<file path="src/rtl/dacc_guard_pkg.sv">
package dacc_guard_pkg;

  typedef enum logic [2:0] {
    FLT_NONE  = 3'd0,
    FLT_ALIGN = 3'd1,
    FLT_ACV   = 3'd2,
    FLT_PAGE  = 3'd3,
    FLT_NMISS = 3'd4,
    FLT_PMISS = 3'd5
  } flt_e;

  localparam int ST_W    = 5;
  localparam int ST_WR   = 0;
  localparam int ST_ACV  = 1;
  localparam int ST_FONR = 2;
  localparam int ST_FONW = 3;
  localparam int ST_MISS = 4;

  localparam logic [1:0] MODE_KERN = 2'd0;

  // Mode used for the permission lookup.
  function automatic logic [1:0] pick_mode(input logic priv, input logic use_alt,
                                           input logic [1:0] alt_m, input logic [1:0] cur_m);
    if (!priv) return cur_m;
    return use_alt ? alt_m : MODE_KERN;
  endfunction

  // True when the low address bits are not a multiple of 2^size bytes.
  function automatic logic misaligned(input logic [2:0] low, input logic [1:0] size);
    logic [3:0] m;
    m = (4'd1 << size) - 4'd1;
    return |(low & m[2:0]);
  endfunction

endpackage

</file>
<file path="src/rtl/dacc_perm.sv">
module dacc_perm
  import dacc_guard_pkg::*;
(
  input  logic       priv_code,
  input  logic       req_alt,
  input  logic [1:0] alt_mode,
  input  logic [1:0] cur_mode,
  input  logic       req_write,
  input  logic [3:0] rd_en,
  input  logic [3:0] wr_en,
  output logic [1:0] eff_mode,
  output logic       perm_ok
);

  always_comb begin
    eff_mode = pick_mode(priv_code, req_alt, alt_mode, cur_mode);
    perm_ok  = req_write ? wr_en[eff_mode] : rd_en[eff_mode];
  end

endmodule

</file>
<file path="src/rtl/dacc_classify.sv">
module dacc_classify
  import dacc_guard_pkg::*;
#(
  parameter int               VA_W       = 48,
  parameter int               PA_W       = 44,
  parameter int               OFS_W      = 13,
  parameter int               REG_W      = 7,
  parameter logic [REG_W-1:0] SUPER_CODE = 7'h7E,
  localparam int              PPN_W      = PA_W - OFS_W
)(
  input  logic [VA_W-1:0]  vaddr,
  input  logic             write,
  input  logic [1:0]       size,
  input  logic             phys,
  input  logic             pte,
  input  logic [1:0]       cur_mode,
  input  logic             hit,
  input  logic [PPN_W-1:0] ppn,
  input  logic             perm_ok,
  input  logic             fonr,
  input  logic             fonw,
  output logic [2:0]       fault,
  output logic [ST_W-1:0]  status,
  output logic [PA_W-1:0]  paddr
);

  logic [REG_W-1:0] region;
  logic             is_super;
  flt_e             f;

  assign region   = vaddr[VA_W-1 -: REG_W];
  assign is_super = (region == SUPER_CODE);

  always_comb begin
    f      = FLT_NONE;
    status = '0;
    paddr  = '0;
    if (misaligned(vaddr[2:0], size)) begin
      f             = FLT_ALIGN;
      status[ST_WR] = write;
    end else if (phys) begin
      paddr = vaddr[PA_W-1:0];
    end else if (is_super) begin
      if (cur_mode != MODE_KERN) begin
        f              = FLT_ACV;
        status[ST_ACV] = 1'b1;
        status[ST_WR]  = write;
      end else begin
        paddr = vaddr[PA_W-1:0];
      end
    end else if (!hit) begin
      f               = pte ? FLT_PMISS : FLT_NMISS;
      status[ST_MISS] = 1'b1;
      status[ST_WR]   = write;
    end else if (write) begin
      if (!perm_ok || fonw) begin
        f               = FLT_PAGE;
        status[ST_WR]   = 1'b1;
        status[ST_ACV]  = !perm_ok;
        status[ST_FONW] = fonw;
      end else begin
        paddr = {ppn, vaddr[OFS_W-1:0]};
      end
    end else begin
      if (!perm_ok) begin
        f               = FLT_ACV;
        status[ST_ACV]  = 1'b1;
        status[ST_FONR] = fonr;
      end else if (fonr) begin
        f               = FLT_PAGE;
        status[ST_FONR] = 1'b1;
      end else begin
        paddr = {ppn, vaddr[OFS_W-1:0]};
      end
    end
    fault = f;
  end

endmodule

</file>
<file path="src/rtl/dacc_sat_cnt.sv">
module dacc_sat_cnt #(
  parameter int CNT_W = 16
)(
  input  logic             clk,
  input  logic             rst_n,
  input  logic             inc,
  output logic [CNT_W-1:0] count
);

  localparam logic [CNT_W-1:0] MAXV = {CNT_W{1'b1}};

  always_ff @(posedge clk) begin
    if (!rst_n)                      count <= '0;
    else if (inc && count != MAXV)   count <= count + 1'b1;
  end

endmodule

</file>
<file path="src/rtl/dacc_guard.sv">
module dacc_guard
  import dacc_guard_pkg::*;
#(
  parameter int VA_W  = 48,
  parameter int PA_W  = 44,
  parameter int OFS_W = 13,
  parameter int CNT_W = 16,
  localparam int PPN_W = PA_W - OFS_W
)(
  input  logic             clk,
  input  logic             rst_n,
  input  logic             req_valid,
  input  logic [VA_W-1:0]  req_vaddr,
  input  logic             req_write,
  input  logic [1:0]       req_size,
  input  logic             req_phys,
  input  logic             req_alt,
  input  logic             req_pte,
  input  logic [1:0]       cur_mode,
  input  logic [1:0]       alt_mode,
  input  logic             priv_code,
  input  logic             tlb_hit,
  input  logic [PPN_W-1:0] tlb_ppn,
  input  logic [3:0]       tlb_rd_en,
  input  logic [3:0]       tlb_wr_en,
  input  logic             tlb_fonr,
  input  logic             tlb_fonw,
  output logic             rsp_valid,
  output logic [2:0]       rsp_fault,
  output logic [4:0]       rsp_status,
  output logic [PA_W-1:0]  rsp_paddr,
  output logic [CNT_W-1:0] cnt_rd_acv,
  output logic [CNT_W-1:0] cnt_wr_acv,
  output logic [CNT_W-1:0] cnt_rd_miss,
  output logic [CNT_W-1:0] cnt_wr_miss
);

  localparam int N_CNT = 4;

  logic [1:0]      eff_mode;
  logic            perm_ok;
  logic [2:0]      c_fault;
  logic [ST_W-1:0] c_status;
  logic [PA_W-1:0] c_paddr;

  // Named events, one per counter.
  logic ev_viol, ev_miss;
  logic ev_rd_acv, ev_wr_acv, ev_rd_miss, ev_wr_miss;
  logic [N_CNT-1:0] ev_vec;
  logic [CNT_W-1:0] cnt_arr [N_CNT];

  dacc_perm u_perm (
    .priv_code (priv_code),
    .req_alt   (req_alt),
    .alt_mode  (alt_mode),
    .cur_mode  (cur_mode),
    .req_write (req_write),
    .rd_en     (tlb_rd_en),
    .wr_en     (tlb_wr_en),
    .eff_mode  (eff_mode),
    .perm_ok   (perm_ok)
  );

  dacc_classify #(.VA_W(VA_W), .PA_W(PA_W), .OFS_W(OFS_W)) u_cls (
    .vaddr    (req_vaddr),
    .write    (req_write),
    .size     (req_size),
    .phys     (req_phys),
    .pte      (req_pte),
    .cur_mode (cur_mode),
    .hit      (tlb_hit),
    .ppn      (tlb_ppn),
    .perm_ok  (perm_ok),
    .fonr     (tlb_fonr),
    .fonw     (tlb_fonw),
    .fault    (c_fault),
    .status   (c_status),
    .paddr    (c_paddr)
  );

  assign ev_viol    = req_valid && (c_fault == FLT_ACV || c_fault == FLT_PAGE);
  assign ev_miss    = req_valid && (c_fault == FLT_NMISS || c_fault == FLT_PMISS);
  assign ev_rd_acv  = ev_viol && !req_write;
  assign ev_wr_acv  = ev_viol &&  req_write;
  assign ev_rd_miss = ev_miss && !req_write;
  assign ev_wr_miss = ev_miss &&  req_write;
  assign ev_vec     = {ev_wr_miss, ev_rd_miss, ev_wr_acv, ev_rd_acv};

  for (genvar i = 0; i < N_CNT; i++) begin : g_cnt
    dacc_sat_cnt #(.CNT_W(CNT_W)) u_cnt (
      .clk   (clk),
      .rst_n (rst_n),
      .inc   (ev_vec[i]),
      .count (cnt_arr[i])
    );
  end

  assign cnt_rd_acv  = cnt_arr[0];
  assign cnt_wr_acv  = cnt_arr[1];
  assign cnt_rd_miss = cnt_arr[2];
  assign cnt_wr_miss = cnt_arr[3];

  always_ff @(posedge clk) begin
    if (!rst_n) begin
      rsp_valid  <= 1'b0;
      rsp_fault  <= '0;
      rsp_status <= '0;
      rsp_paddr  <= '0;
    end else begin
      rsp_valid  <= req_valid;
      rsp_fault  <= req_valid ? c_fault  : '0;
      rsp_status <= req_valid ? c_status : '0;
      rsp_paddr  <= req_valid ? c_paddr  : '0;
    end
  end

endmodule

</file>
<file path="config.mk">
export PLATFORM = sky130hd
export DESIGN_NAME = dacc_guard
export DESIGN_NICKNAME = d
export VERILOG_FILES = /design/src/rtl/dacc_guard_pkg.sv /design/src/rtl/dacc_perm.sv /design/src/rtl/dacc_classify.sv /design/src/rtl/dacc_sat_cnt.sv /design/src/rtl/dacc_guard.sv
export SDC_FILE = /design/constraint.sdc
export NUM_CORES = 1
export LEC_CHECK = 0
export ABC_AREA = 0
export CAP_MARGIN = 20
export CELL_PAD_IN_SITES_DETAIL_PLACEMENT = 0
export CELL_PAD_IN_SITES_GLOBAL_PLACEMENT = 2
export CORE_MARGIN = 1.5
export CORE_UTILIZATION = 25
export DETAILED_ROUTE_END_ITERATION = 7
export GPL_TIMING_DRIVEN = 0
export MAX_ROUTING_LAYER = met4
export PLACE_DENSITY = 0.9
export SETUP_SLACK_MARGIN = 0.05
export SKIP_LAST_GASP = 1
export SLEW_MARGIN = 20
export SYNTH_ARGS = -nofsm -noshare
export SYNTH_HDL_FRONTEND = slang
export SYNTH_SLANG_ARGS = --single-unit
export TNS_END_PERCENT = 30
</file>
<file path="constraint.sdc">
create_clock -name clk -period 3.6 [get_ports clk]
set_clock_uncertainty 0.1 [all_clocks]
set_input_delay 0.9 -clock clk [delete_from_list [all_inputs] [get_ports clk]]
set_output_delay 0.9 -clock clk [all_outputs]
set_load 0.01 [all_outputs]
</file>
Word level (Yosys, flattened, before mapping). Index checks and enable logic that the tools add are counted.

Register bits after elaboration: 117. Logic and storage cells: 98. Output and inout port bits: 117. Input bits: 104.

Reduce and logical (&&, ||, !) cells: 23. Add/sub/neg operators: 5. Bitwise operators: 6. Multiplexer cells: 41. Eq/ne operators: 9. Order comparisons: 1. Shifts and indexed selects: 1.

Operators with widths (number): $mux 44 (8); $add 16x1->16 const B (4); $ne 16x16->1 const B (4); $mux 2 (9); $mux 3 (6); $mux 1 (16); $logic_and 1x1->1 (10); $reduce_or 10->1 (1); $reduce_or 9->1 (1); $eq 7x7->1 const B (1); $reduce_or 7->1 (1); $eq 3x2->1 const B (2); $eq 3x3->1 const B (2); $reduce_or 6->1 (1); $not 1->1 (5); $reduce_or 5->1 (1); $bmux 1 s2 (2); $and 3x3->3 (1); $logic_or 1x1->1 (3); $lt 2x3->1 const B (1); $reduce_or 3->1 (1); $shl 1x2->3 const A (1); $sub 3x1->3 const B (1); $logic_not 1->1 (2); other kinds (2) (2).

Depth between registers and ports, before layout.
Word-level depth: 18. Mapped depth: 9. Mapped depth without buffers: 7.

Modules after synthesis. From an unflattened synthesis, not the netlist that was laid out.

Cells, all modules: 625. Area, all modules: 5672.9 um2.

Modules (own cells, without submodules): dacc_sat_cnt (area each 837.1 um2, seq. area each 320.3 um2, cells an instance 97, instances 4); dacc_guard (area each 1496.4 um2, seq. area each 1061.0 um2, cells an instance 121, instances 1); dacc_classify (area each 656.9 um2, seq. area each 0.0 um2, cells an instance 93, instances 1); dacc_perm (area each 171.4 um2, seq. area each 0.0 um2, cells an instance 23, instances 1).

Worst setup path before layout. Ideal clock, no wire load.

Path kind: input to register. Start: input req_size[0]. End: register g_cnt[1].u_cnt.count[13]. Buffers on the path: 1. Stages: 7. Slack: 0.845 ns. Data required time: 3.430 ns. Data arrival time: 2.585 ns. Cell sequence: a21o_1 a2111o_1 nor3_4 o21ai_2 buf_6 or4_1 a21oi_1.

Cells in the longest elaborated chain, start to end: 10. Elaborated cells on any way between the ends: 11. Those cells by class: 1 x add/sub; 2 x eq/ne; 1 x shift; 1 x mux; 1 x bitwise; 5 x reduce/logical.

Ends and longest elaborated chain: start: declaration (RTL line dacc_guard.sv:15) `input logic [1:0] req_size,`; $shl 1x2->3 (*) (RTL line dacc_guard_pkg.sv:31) `m = (4'd1 << size) - 4'd1;`; $sub 3x1->3 (*) (RTL line dacc_guard_pkg.sv:31); $and 3x3->3 (*) (RTL line dacc_guard_pkg.sv:32) `return |(low & m[2:0]);`; $reduce_or 3->1 (*) (RTL line dacc_guard_pkg.sv:32); $mux 3 (*) (RTL line dacc_classify.sv:38) `if (misaligned(vaddr[2:0], size)) begin`; $eq 3x2->1 (RTL line dacc_guard.sv:81) `assign ev_viol = req_valid && (c_fault == FLT_ACV || c_fault == FLT_PAGE);`; $logic_or 1x1->1 (*) (RTL line dacc_guard.sv:81); $logic_and 1x1->1 (*) (RTL line dacc_guard.sv:81); $logic_and 1x1->1 (*) (RTL line dacc_guard.sv:84) `assign ev_wr_acv = ev_viol && req_write;`; $logic_and 1x1->1 (*) (RTL line dacc_sat_cnt.sv:14) `else if (inc && count != MAXV) count <= count + 1'b1;`; end signal: assignment (RTL line dacc_sat_cnt.sv:14); end: declaration (RTL line dacc_sat_cnt.sv:7) `output logic [CNT_W-1:0] count`.

Mark *: on every way between the ends. The rest lies on a longest branch, timed or not. A chain may end at the register's enable or synchronous reset.

Worst setup path after layout.
Start: input priv_code. End: register rsp_paddr[39].

Cells in the longest elaborated chain, start to end: 11. Elaborated cells on any way between the ends: 14. Those cells by class: 12 x mux; 2 x reduce/logical.

Ends and longest elaborated chain: start: declaration (RTL line dacc_guard.sv:21) `input logic priv_code,`; $mux 2 (*) (RTL line dacc_guard_pkg.sv:25) `return use_alt ? alt_m : MODE_KERN;`; $bmux 1 s2 (RTL line dacc_perm.sv:17) `perm_ok = req_write ? wr_en[eff_mode] : rd_en[eff_mode];`; $mux 1 (not written as such) (RTL line dacc_perm.sv:17); $mux 1 (*) (RTL line dacc_perm.sv:17); $logic_not 1->1 (RTL line dacc_classify.sv:56) `if (!perm_ok || fonw) begin`; $logic_or 1x1->1 (RTL line dacc_classify.sv:56); $mux 44 (RTL line dacc_classify.sv:56); $mux 44 (*) (RTL line dacc_classify.sv:55) `end else if (write) begin`; $mux 44 (*) (RTL line dacc_classify.sv:51) `end else if (!hit) begin`; $mux 44 (*) (RTL line dacc_classify.sv:43) `end else if (is_super) begin`; $mux 44 (*) (RTL line dacc_classify.sv:41) `end else if (phys) begin`; end signal: assignment (RTL line dacc_guard.sv:113) `rsp_paddr <= req_valid ? c_paddr : '0;`; end: declaration (RTL line dacc_guard.sv:31) `output logic [PA_W-1:0] rsp_paddr,`.

Mark *: on every way between the ends. The rest lies on a longest branch, timed or not. The select of a mux whose other input is x is not followed.

==> flow_summary.yaml <==
placement:
  globalplace.congestion: 0.8323
  placed_area_um2: 7532
  io_buffers: 218
  post-dp-hpwl_mm: 12.47
  dpl_worst_slack_ns: -0.007889
sta:
  rsz0062_at_grt: "false"
  hold_viol_final: 0
  timing.final.crit_period_ns: 3.163
  clock.fmax_mhz: 316.2
  fin_crit_sh_pct: 87.85
  setup_viol: 0
  tightest_slew_ns: 0.7418
  relSlewSlack_pct: 50.16
  setup_tns_ns: 0
  setup_ws_ns: 0.4374
  final-max-slew-violation-count: 0
floorplanning:
  dieArea_um2: 20930
  start_util_pct: 25.62
  rows: 51
  die_h_um: 144.7
  pin_count: 221
  core_area_um2: 19590
  die_w_um: 144.7
clocking:
  cts_max_level: 4
  cts_hold_buf: 0
  cts.sinks: 117
  clk_path_buf_depth: 2
  cts_tree: "done"
  insertion_delay_ns: 0.42
  cts_resized: 0
  postCtsSetupRepairBufs: 0
  cts_buffers: 17
  path_clk_slew_ns: 0.06
  clockRootBuffer: "clkbuf_16"
global_routing:
  grt_max_degree: 17
  grt_pass1_wl_mm: 25.05
  gr-usage-all-layers_pct: 16.22
  grt_overflow: 0
  grt_pass1_vias: 4705
  grt_antenna_before_repair: 1
route:
  dr.pass1.iters: 5
  drc: 0
  ant_nets: 0
  drt-total-wl_mm: 16.45
  wire_per_inst_um: 15.41
  vias: 4906
  drt_iter0_markers: 179
  vias_per_cell: 4.598
worst_setup_path:
  startpoint_type: "input port"
  rrSetupSlack_ns: 1.16
  critPathRequiredTime_ns: 3.85
  r2r_start: "g_cnt[1].u_cnt.count[0]"
  cp.arrival_ns: 3.41
  timing.rr.end: "g_cnt[1].u_cnt.count[1]"
  critPathKind: "input port to flip-flop"
  r2r_cells: 9
  end_kind: "flip-flop"
  path_max_fanout: 10
outcome:
  status: "finished clean"
yosys:
  yosysUniqueCellTypes: 53
  synth_area_um2: 5019
  synth_async_sr_flop_share_pct: 0
  synth-edff-count: 0
  yosysWarnings: 0
  syn_inst: 551
  synth_ff_type: "dfxtp_1"
  ys_ff_latch: 117
  syn-num-nets: 659
  syn_area_per_cell_um2: 9.108
  synth-seq-area-share_pct: 46.67
min_path:
  hp-start: "g_cnt[0].u_cnt.count[10]"
  min_path_type: "flip-flop to flip-flop"
  hold_path_end: "g_cnt[0].u_cnt.count[10]"
  hold_path_depth: 2
pwr:
  power.total_uw: 3402
  leakagePower_uw: 0.002861
  ir_drop_uv: 306.0
  power.density_nw_per_um2: 416.5
final_layout:
  final_common_cell: "clkdlybuf4s50_1"
  syn2layout_area_growth_pct: 62.75
  fill_cells: 1969
  layout_common_cells: "clkdlybuf4s50_1 (218), dfxtp_1 (117), nor2_1 (76), a22oi_1 (31)"
  stdcell_area_um2: 8168
  final_nets: 896
  drive_above_1_share_pct: 6.617
flow_run:
  maxCapViolCount: 0
-- worst max-delay path by stage --
stage | start | end | slack, ns | depth (start not counted)
2_1_floorplan | req_size[0] | g_cnt[1].u_cnt.count[13] | 0.85 | 7
3_3_place_gp | cur_mode[0] | rsp_paddr[35] | -0.01 | 9
3_5_place_dp | req_vaddr[46] | g_cnt[0].u_cnt.count[15] | -0.008 | 9
4_1_cts | req_vaddr[46] | g_cnt[0].u_cnt.count[15] | 0.43 | 9
5_1_grt | cur_mode[0] | rsp_paddr[42] | 0.19 | 9
6_report | priv_code | rsp_paddr[39] | 0.44 | 9
-- power by group --
part | internal [µW] | leakage [µW] | switching, µW | total, µW
logic | 157 | 0.00161 | 119 | 277
registers | 1310 | 0.000945 | 4.22 | 1310
clock network | 1190 | 0.000305 | 623 | 1810
total | 2660 | 0.00286 | 746 | 3400
-- routing by layer --
metal  global-route usage [%]  share of wire (%)  up-vias
li1                         -                  -     2481
met3                    3.850                5.0       14
met2                    24.25                 47      138
met4                    5.901                1.5        0
met5                        -                  0        -
met1                    21.32                 47     2273
-- state kept, by name, indices dropped and copies added, names as in the netlist --
register and cells:
g_cnt.u_cnt.count 64, rsp_fault 3, rsp_paddr 44, rsp_status 5
rsp_valid 1
-- layout make-up --
cell class / instances / area [µm²] / area share (%)
plain buffers: 30 / 130.1 / 1.593
diodes: 1 / 2.502 / 0.03064
repair buffers: 218 / 2182 / 26.72
well taps: 265 / 331.6 / 4.059
clock buffers: 19 / 452.9 / 5.545
clock inverters: 13 / 180.2 / 2.206
inverters: 7 / 26.28 / 0.3217
flip-flops and latches: 117 / 2342 / 28.68
multi-input cells: 397 / 2520 / 30.85
-- kinds of logic after synthesis --
family                     after synthesis  share of synthesized area (%)
buffers and inverters                   37                          3.116
AOI/OAI and AO/OA                      109                          16.11
adders and majority gates                4                         0.9973
muxes                                    7                          1.396
and+or+nand+nor                        238                          24.91
DFF                                    117                          46.67
xor gates and xnor gates                39                          6.806
-- stage by stage --
step | utilization [%] | hold slack, ns | std cells
2_1_floorplan | - | 0.3945 | 551
3_3_place_gp | 38.45 | 0.3652 | 1034
3_5_place_dp | 38.45 | 0.3825 | 1034
4_1_cts | 41.68 | 0.3920 | 1066
5_1_grt | 41.69 | 0.4375 | 1067
6_report | 41.69 | 0.3935 | 1067
-- critical path, cell delays in order --
cell	delay, ns
clkdlybuf4s50_1	0.54
nand3_1	0.14
and2_1	0.19
a32oi_1	0.38
a22oi_4	0.19
nor3_1	0.50
buf_2	0.34
a22oi_1	0.10
nor2_1	0.11
-- synthesized netlist by cell type, types with 4 or more instances --
library cell  instances  area share [%]
dfxtp_1             117              47
nor2_1               76             5.7
a22oi_1              31             4.6
nand2_1              28             2.1
xor2_1               28             4.9
nand3_1              24             2.4
clkbuf_1             23             1.7
and2_1               22             2.7
a21oi_1              17             1.7
nand4_1              17             2.1
and3_1               14             1.7
o31ai_1              13             1.9
nor3_1               12             1.2
xnor2_1              11             1.9
or4_1                10             1.5
o211ai_1              9             1.3
nand2b_1              8             1.0
nor4_1                8             1.0
o21ai_0               8            0.80
and4_1                7             1.2
mux2i_1               7             1.4
inv_1                 6            0.45
buf_2                 5            0.50
o21a_1                5            0.75
a32oi_1               4            0.70
ha_1                  4             1.0
o21ai_2               4            0.70
Power figures use the tool's default switching activity.
